===== src/rtl/fl_pkg.sv =====
package fl_pkg;
  typedef enum logic [2:0] {
    MX_HIZ  = 3'd0,
    MX_LOCK = 3'd1,
    MX_NDIV = 3'd2,
    MX_HIGH = 3'd3,
    MX_RDIV = 3'd4,
    MX_RSVD = 3'd5,
    MX_SDO  = 3'd6,
    MX_LOW  = 3'd7
  } mux_sel_e;

  typedef enum logic [1:0] {
    FL_OFF,
    FL_TIMED,
    FL_LOCKED
  } fl_mode_e;

  function automatic fl_mode_e decode_mode(input logic [1:0] f);
    if (!f[1])    return FL_OFF;
    else if (f[0]) return FL_LOCKED;
    else           return FL_TIMED;
  endfunction
endpackage


===== src/rtl/fl_timer.sv =====
module fl_timer #(
  parameter int TC_W  = 4,
  parameter int CNT_W = 6
) (
  input  logic            clk_i,
  input  logic            rst_ni,
  input  logic            kill_i,
  input  logic            load_i,
  input  logic [1:0]      mode_i,
  input  logic [TC_W-1:0] tc_i,
  input  logic            tick_i,
  input  logic            lock_i,
  output logic            active_o
);
  import fl_pkg::*;

  fl_mode_e             mode_d;
  logic                 lock_term_q;
  logic [CNT_W-1:0]     cnt_q;
  logic [CNT_W-1:0]     tmo;
  logic                 act_q;

  assign mode_d = decode_mode(mode_i);
  assign tmo    = CNT_W'(3) + (CNT_W'(tc_i) << 2);

  always_ff @(posedge clk_i or negedge rst_ni) begin
    if (!rst_ni) begin
      act_q       <= 1'b0;
      cnt_q       <= '0;
      lock_term_q <= 1'b0;
    end else if (kill_i) begin
      act_q <= 1'b0;
      cnt_q <= '0;
    end else if (load_i) begin
      act_q       <= (mode_d != FL_OFF);
      cnt_q       <= (mode_d != FL_OFF) ? tmo : '0;
      lock_term_q <= (mode_d == FL_LOCKED);
    end else if (act_q) begin
      if (lock_term_q && lock_i) begin
        act_q <= 1'b0;
        cnt_q <= '0;
      end else if (tick_i) begin
        cnt_q <= cnt_q - 1'b1;
        if (cnt_q == CNT_W'(1)) act_q <= 1'b0;
      end
    end
  end

  assign active_o = act_q;
endmodule


===== src/rtl/pd_ctrl.sv =====
module pd_ctrl (
  input  logic clk_i,
  input  logic rst_ni,
  input  logic chip_en_i,
  input  logic pd_sw_i,
  input  logic pd_defer_i,
  input  logic tick_i,
  input  logic cp_hiz_i,
  output logic pd_async_o,
  output logic pd_soft_o,
  output logic cp_tri_o
);
  logic soft_q;

  always_ff @(posedge clk_i or negedge rst_ni) begin
    if (!rst_ni)                     soft_q <= 1'b0;
    else if (!chip_en_i || !pd_sw_i) soft_q <= 1'b0;
    else if (!pd_defer_i || tick_i)  soft_q <= 1'b1;
  end

  // pin overrides register state without waiting for a clock
  assign pd_async_o = ~chip_en_i;
  assign pd_soft_o  = soft_q & chip_en_i;
  assign cp_tri_o   = pd_async_o | pd_soft_o | cp_hiz_i;
endmodule


===== src/rtl/test_mux.sv =====
module test_mux (
  input  logic [2:0] sel_i,
  input  logic       lock_i,
  input  logic       n_div_i,
  input  logic       r_div_i,
  input  logic       sdo_i,
  output logic       out_o,
  output logic       oe_o
);
  import fl_pkg::*;

  always_comb begin
    oe_o  = 1'b1;
    out_o = 1'b0;
    unique case (mux_sel_e'(sel_i))
      MX_HIZ:  oe_o  = 1'b0;
      MX_LOCK: out_o = lock_i;
      MX_NDIV: out_o = n_div_i;
      MX_HIGH: out_o = 1'b1;
      MX_RDIV: out_o = r_div_i;
      MX_SDO:  out_o = sdo_i;
      MX_RSVD,
      MX_LOW:  out_o = 1'b0;
      default: out_o = 1'b0;
    endcase
  end
endmodule


===== src/rtl/fl_mux_ctrl.sv =====
module fl_mux_ctrl #(
  parameter int TC_W = 4,
  localparam int TMO_MAX = 3 + 4 * ((1 << TC_W) - 1),
  localparam int CNT_W   = $clog2(TMO_MAX + 1)
) (
  input  logic            clk_i,
  input  logic            rst_ni,
  input  logic            pfd_tick_i,
  input  logic            lock_det_i,
  input  logic            n_div_i,
  input  logic            r_div_i,
  input  logic            sdo_i,
  input  logic            chip_en_i,
  input  logic            cfg_wr_i,
  input  logic [TC_W-1:0] tc_code_i,
  input  logic [1:0]      fl_mode_i,
  input  logic            pd_sw_i,
  input  logic            pd_defer_i,
  input  logic            cp_hiz_i,
  input  logic [2:0]      mux_sel_i,
  output logic            fl_active_o,
  output logic            cp_tri_o,
  output logic            pd_async_o,
  output logic            pd_soft_o,
  output logic            mux_o,
  output logic            mux_oe_o
);
  logic pd_any;

  pd_ctrl u_pd (
    .clk_i      (clk_i),
    .rst_ni     (rst_ni),
    .chip_en_i  (chip_en_i),
    .pd_sw_i    (pd_sw_i),
    .pd_defer_i (pd_defer_i),
    .tick_i     (pfd_tick_i),
    .cp_hiz_i   (cp_hiz_i),
    .pd_async_o (pd_async_o),
    .pd_soft_o  (pd_soft_o),
    .cp_tri_o   (cp_tri_o)
  );

  assign pd_any = pd_async_o | pd_soft_o;

  fl_timer #(.TC_W(TC_W), .CNT_W(CNT_W)) u_tmr (
    .clk_i    (clk_i),
    .rst_ni   (rst_ni),
    .kill_i   (pd_any),
    .load_i   (cfg_wr_i),
    .mode_i   (fl_mode_i),
    .tc_i     (tc_code_i),
    .tick_i   (pfd_tick_i),
    .lock_i   (lock_det_i),
    .active_o (fl_active_o)
  );

  test_mux u_mux (
    .sel_i   (mux_sel_i),
    .lock_i  (lock_det_i),
    .n_div_i (n_div_i),
    .r_div_i (r_div_i),
    .sdo_i   (sdo_i),
    .out_o   (mux_o),
    .oe_o    (mux_oe_o)
  );
endmodule


===== config.mk =====
export PLATFORM = sky130hd
export DESIGN_NAME = fl_mux_ctrl
export DESIGN_NICKNAME = d
export VERILOG_FILES = /design/src/rtl/fl_pkg.sv /design/src/rtl/fl_timer.sv /design/src/rtl/pd_ctrl.sv /design/src/rtl/test_mux.sv /design/src/rtl/fl_mux_ctrl.sv
export SDC_FILE = /design/constraint.sdc
export NUM_CORES = 1
export LEC_CHECK = 0
export BUFFER_PORTS_ARGS = -buffer_cell sky130_fd_sc_hd__buf_2
export CAP_MARGIN = 20
export CORE_ASPECT_RATIO = 1.75
export CORE_MARGIN = 2
export CORE_UTILIZATION = 25
export DETAILED_ROUTE_END_ITERATION = 6
export GPL_ROUTABILITY_DRIVEN = 0
export HOLD_SLACK_MARGIN = 0.12
export PLACE_DENSITY_LB_ADDON = 0.12
export SYNTH_ARGS = -nofsm -noshare
export SYNTH_HDL_FRONTEND = slang
export SYNTH_SLANG_ARGS = --single-unit

===== constraint.sdc =====
create_clock -name clk_i -period 3.12 [get_ports clk_i]
set_input_delay 0.468 -clock clk_i [delete_from_list [all_inputs] [get_ports clk_i]]
set_output_delay 0.468 -clock clk_i [all_outputs]
set_load 0.05 [all_outputs]

# ---- After elaboration in Yosys (flattened, before gate mapping)
# Index checks and enable logic that the tools add are counted.
dict set report op_classes {
  order_cmp 0
  bitwise_logic 5
  n_mul 0
  div 0
  n_reduce_logical 13
  addsub 2
  n_eq_ne 7
  n_shift 0
  mux 18
}
# op n
set op_table {}
lappend op_table {{$mux W6} 6}
lappend op_table {{$mux W1} 9}
lappend op_table {{$add A2 B6 Y6 const A} 1}
lappend op_table {{$eq A3 B2 Y1 const B} 2}
lappend op_table {{$eq A3 B3 Y1 const B} 2}
lappend op_table {{$eq A6 B1 Y1 const B} 1}
lappend op_table {{$sub A6 B1 Y6 const B} 1}
lappend op_table {{$pmux W1 S5} 1}
lappend op_table {{$mux W2} 2}
lappend op_table {{$reduce_and A2 Y1} 2}
lappend op_table {{$reduce_bool A2 Y1} 2}
lappend op_table {{$reduce_bool A4 Y1} 1}
lappend op_table {{$eq A3 B1 Y1 const B} 1}
lappend op_table {{$logic_not A1 Y1} 3}
lappend op_table {{$logic_not A3 Y1} 1}
lappend op_table {{$reduce_bool A3 Y1} 1}
lappend op_table {{$eq A2 B2 Y1 const B} 1}
lappend op_table {{$logic_or A1 B1 Y1} 2}
lappend op_table {{$not A1 Y1} 2}
lappend op_table {{$or A1 B1 Y1} 2}
lappend op_table {{$and A1 B1 Y1} 1}
lappend op_table {{$logic_and A1 B1 Y1} 1}
dict set report word_totals {
  input_bits 21
  register_bits 9
  n_memories 0
  romBits 0
  wordCells 49
  mem_bits_rw 0
  latchBits 0
}

# ---- Longest topological paths before layout
dict set report depth {
  ltp_word 7
  mapped_depth 5
  mapped_depth_nobuf 5
}

# ---- Cells and area by module
# A second synthesis with hierarchy kept.
dict set report unflattened {
  cells_unflattened 67
  hier_area_um2 571.8
}
# module cells_each area_per_inst_um2 seq_area_each_um2 n_inst
set by_module_without_submodules {}
lappend by_module_without_submodules {fl_timer 52 469.2 200.2 1}
lappend by_module_without_submodules {pd_ctrl 7 55.1 25.0 1}
lappend by_module_without_submodules {test_mux 7 41.3 0.0 1}
lappend by_module_without_submodules {fl_mux_ctrl 1 6.3 0.0 1}

# ---- Least setup slack after synthesis
# Ideal clock, no wire load.
dict set report synth_path {
  kind {in2out}
  start {input mux_sel_i[1]}
  end {output mux_o}
  path_buffers 0
  setup_slack_ns 1.557
  cell_stages 3
  required_time_ns 2.652
  arrival_time_ns 1.095
  path_cell_list {mux2i_1 > o21ai_1 > o21a_1}
}
dict set report synth_between {
  elab_chain_cells 2
  elab_cells_between_ends 6
}
# item line
set synth_lines {}
lappend synth_lines {{start, declared} fl_mux_ctrl.sv:20} ;# input logic [2:0] mux_sel_i,
lappend synth_lines {{$eq A3 B3 Y1 (tied with other cells)} test_mux.sv:15} ;# unique case (mux_sel_e'(sel_i))
lappend synth_lines {{$pmux W1 S5 *} test_mux.sv:15}
lappend synth_lines {{end, declared} fl_mux_ctrl.sv:25} ;# output logic mux_o,
# Every way passes the cells marked *; elsewhere a longest branch is shown, timed or not.

# ---- Worst setup path in the final report
# Same ends and word-level chain as after synthesis.

==> results.sh <==
export IMPL_outcome="completed"
export IMPL_nNetsFinal=120
export IMPL_final_area_sq_um=808
export IMPL_min_period_ps=1660
export IMPL_post_drt_wl_per_cell_um=12.1
export IMPL_synth_seq_area_share=0.373
export IMPL_antenna_left=0
export IMPL_layout_worst_path_cycle_share=0.532
export IMPL_port_buffers=26
export IMPL_ys_top_cells_by_area="dfrtp_1, o22ai_2, a32oi_1, inv_1, nand2_1"
export IMPL_required_ps=2650
export IMPL_clock_skew_ps=1.04
export IMPL_worstHoldPathCells=3
export IMPL_syn_cell_area_sq_um=603
export IMPL_hold_ws_ps=470
export IMPL_arrival_ps=1190
export IMPL_postCtsHoldBufs=1
export IMPL_worstMarginPinSlew_ps=548
export IMPL_finalSetupViolCount=0
export IMPL_synth_top_family_by_area="compound AO/OA/AOI/OAI gates"
export IMPL_placed_area_sq_um=753
export IMPL_io_pins=27
export IMPL_multi_input_area_sq_um=333
export IMPL_root_buffer="clkbuf_8"
export IMPL_synth_mux_area_frac=0.0166
export IMPL_num_vias=590
export IMPL_grt_pass1_vias=564
export IMPL_leakage_nw=0.395
export IMPL_worstSetupStartpointType="input pin"
export IMPL_power_uw=383
export IMPL_drc=0
export IMPL_grt_use_total=0.128
export IMPL_clk_path_buf_depth=2
export IMPL_ys_ff_latch=9
export IMPL_die_w_um=41.1
export IMPL_rows=23
export IMPL_hold_viol_final=0
export IMPL_slew_violations=0
export IMPL_rsz0062_at_grt="false"
export IMPL_clock_latency_ps=230
export IMPL_antennaDiodeCount=0
export IMPL_dieArea_sq_mm=0.00284
export IMPL_ir_drop_v=0.000244
export IMPL_synth_top_area_cell="dfrtp_1"
export IMPL_initial_core_util=0.262
export IMPL_maxCapViolCount=0
export IMPL_cp_end_kind="primary output"
export IMPL_synth_compound_area_share=0.340
export IMPL_area_delta_synth_final_pct=34.0
export IMPL_synth_xor_area_frac=0
export IMPL_yosys_warnings=0
export IMPL_drt_iter0_drc=7
export IMPL_clk_pin_slew_worst_paths_ps=40
export IMPL_powerDensity_mw_per_mm2=474
export IMPL_antenna_found_initial=0
export IMPL_critPathKind="in2out"
export IMPL_grt_max_degree=13
export IMPL_postCtsSetupBuffers=0
export IMPL_synthAdderAreaFrac=0.0415
export IMPL_totalNegativeSetupSlack_ps=0
export IMPL_routed_wl_mm=1.47
export IMPL_fillers=261
export IMPL_fmax_mhz=603
export IMPL_cts_buffers=3
export IMPL_regArea_sq_um=225
export IMPL_grt_overflow_total=0
export IMPL_clkSinkCount=9
export IMPL_cts_tree="built"
export IMPL_cts_htree_levels=1
export IMPL_slew_headroom=0.635
export IMPL_synthSimpleGateAreaFrac=0.154
export IMPL_cts_resized=0
export IMPL_synth_fp_nets=90
export IMPL_die_h_um=69.0
export IMPL_drive_above_1_share=0.365
export IMPL_syn_inst=67
export IMPL_dr_pass1_iters=4
export IMPL_grt_first_pass_wirelength_mm=2.44
export IMPL_core_area_sq_mm=0.00230
export IMPL_hold_class="in2reg"
export IMPL_reg2reg_depth=4
export IMPL_synth_top_cell_area_share=0.373
export IMPL_dp_hpwl_mm=1.19
export IMPL_syn_area_per_cell_sq_um=9.00
export IMPL_viasPerCell=4.88
export IMPL_ys_types=30
export IMPL_crit_fanout=3
==> power by group <==
group | switching, mW | internal [mW]
logic | 0.0657 | 0.0422
registers | 0.0109 | 0.129
clock network | 0.0460 | 0.0890
==> logic make-up (layout without fill, tap and decap cells) <==
kind of cell,Yosys count,count (layout)
buffers and inverters,11,40
multiplexers,1,1
AND/OR/NAND/NOR,18,18
AO/OA/AOI/OAI,26,26
flip-flops,9,9
adder cells (fa/ha/maj),2,2
==> cells in the mapped netlist, drive strengths merged <==
cell type  number
or3b            1
a21o            1
nor2b           1
ha              2
a221oi          1
a32oi           4
nor3            1
and3            1
dfrtp           9
buf             1
nand2b          1
nor4            1
nand3           1
o21a            1
o22ai           3
inv             9
clkbuf          1
a21oi           7
nand2           7
a211oi          2
o21ai           5
and2            1
or3             1
a31o            1
o311a           1
nor2            2
mux2i           1
==> through the flow <==
step,worst slack (ps),cells,utilization
floorplan,1560,67,-
global placement,1340,116,0.327
detailed placement,1300,116,0.327
CTS,1450,121,0.351
global route,1390,121,0.351
finish,1460,121,0.351
==> sequential cells by signal, summed over array words and instances (netlist names) <==
signal,cells
u_tmr.active_o,1
u_tmr.lock_term_q,1
u_pd.soft_q,1
u_tmr.cnt_q,6
==> layout by cell type (no fill, tap or decap), types with 2 or more instances in the layout <==
master,Yosys,layout
a211oi_1,2,2
a21oi_1,5,5
nand2_1,7,7
o21ai_1,4,4
buf_2,0,26
clkbuf_8,0,3
nor2_1,2,2
o22ai_2,3,3
dfrtp_1,9,9
inv_1,9,9
a32oi_1,4,4
ha_1,2,2
==> worst max-delay path, stage by stage <==
cell	delay (ps)
buf_2	110
mux2i_1	120
o21ai_1	120
o21a_1	120
buf_2	250
==> worst paths after layout <==
kind,end,start,slack [ps]
max in group asynchronous,u_tmr.lock_term_q,rst_ni,2320
min,u_tmr.lock_term_q,fl_mode_i[0],470
min reg2reg,u_tmr.cnt_q[5],u_tmr.cnt_q[5],540
max,mux_o,mux_sel_i[1],1460
min in group asynchronous,u_tmr.cnt_q[2],rst_ni,620
max reg2reg,u_tmr.cnt_q[5],u_pd.soft_q,1540
==> layout make-up <==
| class | instances | area share |
|---|---|---|
| clock buffer | 4 | 0.0557 |
| inverter | 9 | 0.0418 |
| multi-input combinational | 47 | 0.412 |
| sequential | 9 | 0.279 |
| tap | 25 | 0.0387 |
| timing repair buffer | 27 | 0.173 |
==> per-layer routing <==
layer	global-route usage	routed length (um)
met1	0.150	597
met2	0.205	743
met3	0.0192	83
met4	0.0847	42
met5	0	0
Note: power is estimated with default switching activity, not from simulation.
